==> src/rtl/memxfer.sv <==
module memxfer #(
  parameter int AW = 4,
  parameter int DW = 8
) (
  input  logic            clk,
  input  logic            rst_n,
  input  logic [2:0]      aload_en,
  input  logic [AW-1:0]   aload_val,
  input  logic [2:0]      dload_en,
  input  logic [DW-1:0]   dload_val,
  input  logic            rd,
  input  logic            wr,
  input  logic [1:0]      sel_a,
  input  logic [1:0]      sel_d,
  output logic [AW-1:0]   abus,
  output logic [DW-1:0]   dbus,
  output logic [3*AW-1:0] addr_q,
  output logic [3*DW-1:0] data_q,
  output logic            err
);
  localparam int DEPTH = 1 << AW;

  logic [AW-1:0] areg [3];
  logic [DW-1:0] dreg [3];
  logic [DW-1:0] mem  [DEPTH];
  logic [DW-1:0] d_sel;

  wire a_ok  = sel_a != 2'd3;
  wire d_ok  = sel_d != 2'd3;
  wire do_rd = rd && !wr && a_ok && d_ok;
  wire do_wr = wr && !rd && a_ok && d_ok;

  always_comb begin
    case (sel_a)
      2'd0:    abus = areg[0];
      2'd1:    abus = areg[1];
      2'd2:    abus = areg[2];
      default: abus = '0;
    endcase
  end

  always_comb begin
    case (sel_d)
      2'd0:    d_sel = dreg[0];
      2'd1:    d_sel = dreg[1];
      2'd2:    d_sel = dreg[2];
      default: d_sel = '0;
    endcase
  end

  assign dbus = do_wr ? d_sel : (do_rd ? mem[abus] : '0);

  for (genvar k = 0; k < 3; k++) begin : g_bank
    always_ff @(posedge clk or negedge rst_n) begin
      if (!rst_n) areg[k] <= '0;
      else if (aload_en[k]) areg[k] <= aload_val;
    end

    always_ff @(posedge clk or negedge rst_n) begin
      if (!rst_n) dreg[k] <= '0;
      else if (dload_en[k]) dreg[k] <= dload_val;
      else if (do_rd && sel_d == 2'(k)) dreg[k] <= mem[abus];
    end

    assign addr_q[k*AW +: AW] = areg[k];
    assign data_q[k*DW +: DW] = dreg[k];
  end

  always_ff @(posedge clk or negedge rst_n) begin
    if (!rst_n) begin
      for (int i = 0; i < DEPTH; i++) mem[i] <= '0;
    end else if (do_wr) begin
      mem[abus] <= d_sel;
    end
  end

  always_ff @(posedge clk or negedge rst_n) begin
    if (!rst_n) err <= 1'b0;
    else err <= rd && wr;
  end


  addr_load_chk: assert property (@(posedge clk) disable iff (!rst_n)
    aload_en[1] |=> addr_q[AW +: AW] == $past(aload_val));


  read_lands_chk: assert property (@(posedge clk) disable iff (!rst_n)
    (do_rd && dload_en == 3'b000) |=> dreg[$past(sel_d)] == $past(dbus));


  write_lands_chk: assert property (@(posedge clk) disable iff (!rst_n)
    do_wr |=> mem[$past(abus)] == $past(d_sel));


  bad_index_chk: assert property (@(posedge clk) disable iff (!rst_n)
    ((rd || wr) && (!a_ok || !d_ok) && dload_en == 3'b000) |=> $stable(data_q));


  conflict_chk: assert property (@(posedge clk) disable iff (!rst_n)
    (rd && wr && dload_en == 3'b000) |=> ($stable(data_q) && err));


  idle_bus_chk: assert property (@(posedge clk) disable iff (!rst_n)
    (!rd && !wr) |-> dbus == '0);
endmodule

==> config.mk <==
export PLATFORM = sky130hd
export DESIGN_NAME = memxfer
export DESIGN_NICKNAME = d
export VERILOG_FILES = /design/src/rtl/memxfer.sv
export SDC_FILE = /design/constraint.sdc
export NUM_CORES = 1
export LEC_CHECK = 0
export BUFFER_PORTS_ARGS = -buffer_cell sky130_fd_sc_hd__clkbuf_2
export CORE_MARGIN = 1
export CORE_UTILIZATION = 60
export DETAILED_ROUTE_END_ITERATION = 8
export GPL_ROUTABILITY_DRIVEN = 0
export GPL_TIMING_DRIVEN = 0
export MAX_ROUTING_LAYER = met4
export PLACE_DENSITY_LB_ADDON = 0.2
export SYNTH_ARGS = -nofsm -noshare
export SYNTH_HDL_FRONTEND = slang
export SYNTH_SLANG_ARGS = --single-unit
==> constraint.sdc <==
create_clock -name clk -period 4.5 [get_ports clk]
set_input_delay 0.225 -clock clk [delete_from_list [all_inputs] [get_ports clk]]
set_output_delay 0.225 -clock clk [all_outputs]
set_load 0.005 [all_outputs]
Word level (Yosys, flattened, before mapping)
Index checks and enable logic that the tools add are counted.

storage, ports and cells
  bits in registers = 165
  word-level logic and storage cells = 66
  bits of input ports = 26
  output and inout bits = 49

operators by class
  mux-type cells = 16
  bitwise operators = 1
  magnitude comparators = 2
  equal/unequal tests = 6
  reduce and logical (&&, ||, !) cells = 18

operators with widths
  kind                                                         number
  bitwise mux 128 bit                                          1
  2-to-1 mux 8 bit                                             11
  binary-select mux 8 bit (select 4 bit)                       1
  demux 8 bit (select 4 bit)                                   1
  one-hot mux 8 bit (3 select lines)                           1
  one-hot mux 4 bit (3 select lines)                           1
  logical AND 1 bit                                            11
  nonzero test 2 bit                                           3
  >= comparator 5 bit (second input constant)                  1
  less-than comparator 5 x 1 -> 1 bit (second input constant)  1
  NOT 4 -> 5 bit                                               1
  == test 2 x 1 -> 1 bit (second input constant)               2
  == test 2 bit (second input constant)                        2
  zero test 2 bit                                              2
  != test 2 bit (second input constant)                        2
  zero test 1 bit                                              2

Longest topological paths before layout
  word-level depth = 8
  depth in mapped cells = 11
  mapped depth without buffers = 8

Worst setup path before layout
No wires, ideal clock.

  path kind = in2out
  start = input port sel_a[1]
  end = output port dbus[3]
  path slack = 2430 ps
  arrival time = 1845 ps
  buffers on the path = 2
  stages on the path = 9
  path through = buf_4 and2b_1 o2bb2ai_4 nand2b_2 buf_6 a21oi_1 a22o_1 a211oi_2 o22ai_1

on the way
  longest elaborated chain between the ends = 8

ends and longest elaborated chain
  what                                                     RTL line  RTL
  start, declared                                          13        input logic [1:0] sel_a,
  == test 2 bit, or another cell as far along              34        case (sel_a)
  one-hot mux 4 bit (3 select lines) (*)                   34
  named net abus[3]                                        15        output logic [AW-1:0] abus,
  NOT 4 -> 5 bit (not written as such) (*)                 51        assign dbus = do_wr ? d_sel : (do_rd ? mem[abus] : '0);
  binary-select mux 8 bit (select 4 bit) (*)               51
  2-to-1 mux 8 bit (not written as such) (*) (2 in a row)  51
  2-to-1 mux 8 bit (*) (2 in a row)                        51
  end, declared                                            16        output logic [DW-1:0] dbus,

The timed path passes the listed nets; every way through them passes the cells marked *. The select of a mux whose other input is x is not followed.

Worst setup path after layout
  start = register areg, in the netlist addr_q[8]
  end = output port dbus[1]

on the way
  longest elaborated chain between the ends = 7

ends and longest elaborated chain
  what                                                 RTL line  RTL
  start, declared                                      23        logic [AW-1:0] areg [3];
  start signal, assigned by index                      56        else if (aload_en[k]) areg[k] <= aload_val;
  one-hot mux 4 bit (3 select lines)                   34
  NOT 4 -> 5 bit (not written as such)                 51
  binary-select mux 8 bit (select 4 bit)               51
  2-to-1 mux 8 bit (not written as such) (2 in a row)  51
  2-to-1 mux 8 bit (2 in a row)                        51

No other way between the ends. The select of a mux whose other input is x is not followed.

==> run metrics <==
Reg2Reg Setup Slack=1.82 ns; sequential share of power=about 44%; area delta synth->final=16.1%; Tightest Hold Check Type=in2reg; routed wire length=approximately 22000 um; Simple-Gate Fraction of Synth Area=19.1%; RR Endpoint=data_q[9]$_DFFE_PN0P_; multiplexer share of the synthesized area=3.55%; DRC violations left=0; HPWL after DPL=15500 um; layout cell share with drive strength beyond 1=around 20%; Slew Viols, Final=0; largest cells by area after synthesis=dfrtp_1, a21oi_1, nor2_1, nand2_1, and3b_1; Fin. Hold Viols=0; CP max FO=10; largest family of logic cells by synthesized area=compound AO/OA/AOI/OAI gates; synth unique cells=43; die area=13500 um2; post-synth top area cell=dfrtp_1; DRT antenna net count=0; Final WS setup=about 1.0 ns; detailed-router iteration count before antenna repair=7; sequential share of the synthesized area=between 50% and 60%; clk_skew=0.00574 ns; htree depth=4; GR Util All Layers=between 30 and 40%; vias per cell=6.09; CTS root buffer=clkbuf_16; Slew HR=approximately a quarter; first-pass GRT wire length=~35000 um; Synth Area in XOR/XNOR=0%; Cell Pwr Density=between 500 and 600 nW/um2; Comb pwr share=approximately 22%; DIE HEIGHT=between 100 and 150 um; initial antenna violation count=0; CP endpoint kind=primary output; sw power=about 1500 uW; Num Clock Sinks=about 170; IO buf count=72; Pint=about 3300 uW; pre-CTS setup slack=about 1.5 ns; asr flop ratio synth=100%; Reg2Reg Depth=8; r2r startpoint=addr_q[8]$_DFFE_PN0P_; DP Cell Count=1100; unrepaired setup endpoints after global routing=no; grt ovf=0; post-synthesis net count=around 880; Register Area=~4100 um2; Mapped Cells=between 800 and 900; Leakage=~0.0042 uW; Net Sw Frac=31.0%; highest clock rate=290 MHz; Worst Max-Slew Pin Slew=approximately 1.1 ns; cts repair resizes=0; setup_tns=0 ns; # rows=41; clk buf depth=2; # nets final=974; post-synthesis compound-gate area fraction=between 20% and 30%; Clock transition at path regs=approximately 0.06 ns; chip width=approximately 120 um; Final setup viols=0; CP startpoint kind=flip-flop; Clock power frac=approximately 33%; worst skew pair latency=0.43 ns; Final Non-Filler Cells=1132; area of the multi-input gates=between 3000 and 4000 um2; DR WL/cell=19.9 um; Antenna Cells=0; CP Launch Point=addr_q[8]$_DFFE_PN0P_; io pins=75; Num CTS Buffers=17; CORE AREA=roughly 13000 um2; Initial DRC Count=843; Post-Syn Area per Cell=around 9 um2; Setup Crit Path Kind=reg2out; Yosys top cell area share=52.7%; Crit path required time=around 4.3 ns; Yosys reg bits=165; Post-Syn Area=about 7800 um2; Peak supply drop=between 0.0003 and 0.0004 V; crit path DAT=roughly 3.2 ns; hold wc startpoint=rd; detailed-route via count=6899; Hold EP=err$_DFF_PN0_; adder-cell area share of the yosys netlist=0%; CTS tree=yes; yosys synthesis warning count=0; Hold Path Stages=2; Filler cells=between 900 and 1000; status=complete, no violations; Initial Utilization=about three fifths; largest net degree at the start of global routing=100; max cap viols=0; Post-synth EDFFs=0; period utilization=between 70 and 80%; vias in the first global route=roughly 6300; ys flop type=dfrtp_1; Final Critical Period=3.45 ns; hold slack final=0.0316 ns
## layout by cell type, fill, tap and decap left out, types with 3 or more instances in the layout
cell type / instances
a21o_1: 5
o21ai_0: 28
nor3_2: 3
a311oi_1: 5
clkbuf_2: 71
mux2i_1: 12
a21oi_1: 199
dfrtp_1: 165
nor3_4: 5
o22ai_1: 8
buf_1: 4
nand2_1: 114
mux2_2: 14
clkbuf_8: 6
nand3b_1: 3
nand3_1: 23
o21ai_1: 14
nor2_2: 7
buf_4: 9
clkbuf_16: 17
a211oi_2: 8
and3b_1: 24
clkbuf_1: 23
buf_2: 27
bufinv_16: 4
nor2_1: 124
a32o_1: 6
## metal layers
layer	up-vias	routed length, um	GRT usage [%]
li1	3158	-	-
met1	3277	9270	46.8
met2	383	10100	54.3
met3	81	2180	8.51
met4	0	909	15.6
met5	-	0	-
## power groups by stage
stage                     logic [uW]  clock network (uW)  registers (uW)
after global placement          1000                   0            2110
after global routing            1180                1650            2150
after detailed placement        1040                   0            2120
final                           1070                1580            2110
after floorplan                  715                   0            2060
after CTS                       1050                1580            2100
## cells in the mapped netlist, types with 2 or more instances
library cell  count
a211oi_2          8
a21o_1            5
a21oi_1         199
a22o_1            2
a311oi_1          5
a32o_1            6
and3b_1          24
buf_1             4
buf_2            27
buf_4             9
clkbuf_1         22
dfrtp_1         165
inv_2             2
mux2_2           14
mux2i_1          12
nand2_1         114
nand2_2           2
nand2b_1          2
nand3_1          23
nand3b_1          3
nor2_1          124
nor2_2            7
nor3_2            3
nor3_4            5
o21ai_0          28
o21ai_1          14
o22ai_1           8
o2bb2ai_4         2
or2_2             2
## registers in the layout, summed over array words and instances (netlist names)
name,cells
mem,128
data_q,24
addr_q,12
err,1
## repair_timing
action,in CTS,in global routing
buffers inserted,0,0
hold endpoints to repair,66,0
hold buffers,1,0
## logic make-up after synthesis
group / count (synthesis)
and+or+nand+nor: 317
AOI/OAI and AO/OA: 282
DFF: 165
muxes: 26
buffers and inverters: 65
## worst max-delay path: stages (launching register included)
cell      delay, ns
dfrtp_1        0.40
mux2i_1        0.15
o21a_1         0.27
buf_2          0.32
buf_4          0.28
nand2_1        0.08
a311oi_1       0.71
a211oi_2       0.18
o22ai_1        0.26
clkbuf_2       0.15
## layout make-up
class | instances | area share, %
repair buffers | 74 | 4.47
clock buffers | 23 | 5.47
flip-flops and latches | 165 | 45.4
inverters | 2 | 0.0825
plain buffers | 63 | 3.42
multi-input cells | 625 | 37.2
well taps | 172 | 2.36
clock inverters | 8 | 1.59
## through the flow
| stage | area (um2) | utilization (%) | power [uW] |
|---|---|---|---|
| 2_1_floorplan | 7840 | - | 2770 |
| 3_3_place_gp | 8410 | 66.4 | 3110 |
| 3_5_place_dp | 8450 | 66.7 | 3160 |
| 4_1_cts | 9100 | 71.8 | 4730 |
| 5_1_grt | 9100 | 71.8 | 4980 |
| 6_report | 9100 | 71.8 | 4750 |
## worst max path at each step
stage                                to  slack (ns)
floorplan                       dbus[3]        2.43
global placement    mem[59]$_DFFE_PN0P_        0.26
detailed placement              dbus[1]        1.54
CTS                             dbus[1]        1.13
global route                    dbus[1]        0.99
finish                          dbus[1]        1.05
Power figures use the tool's default switching activity.
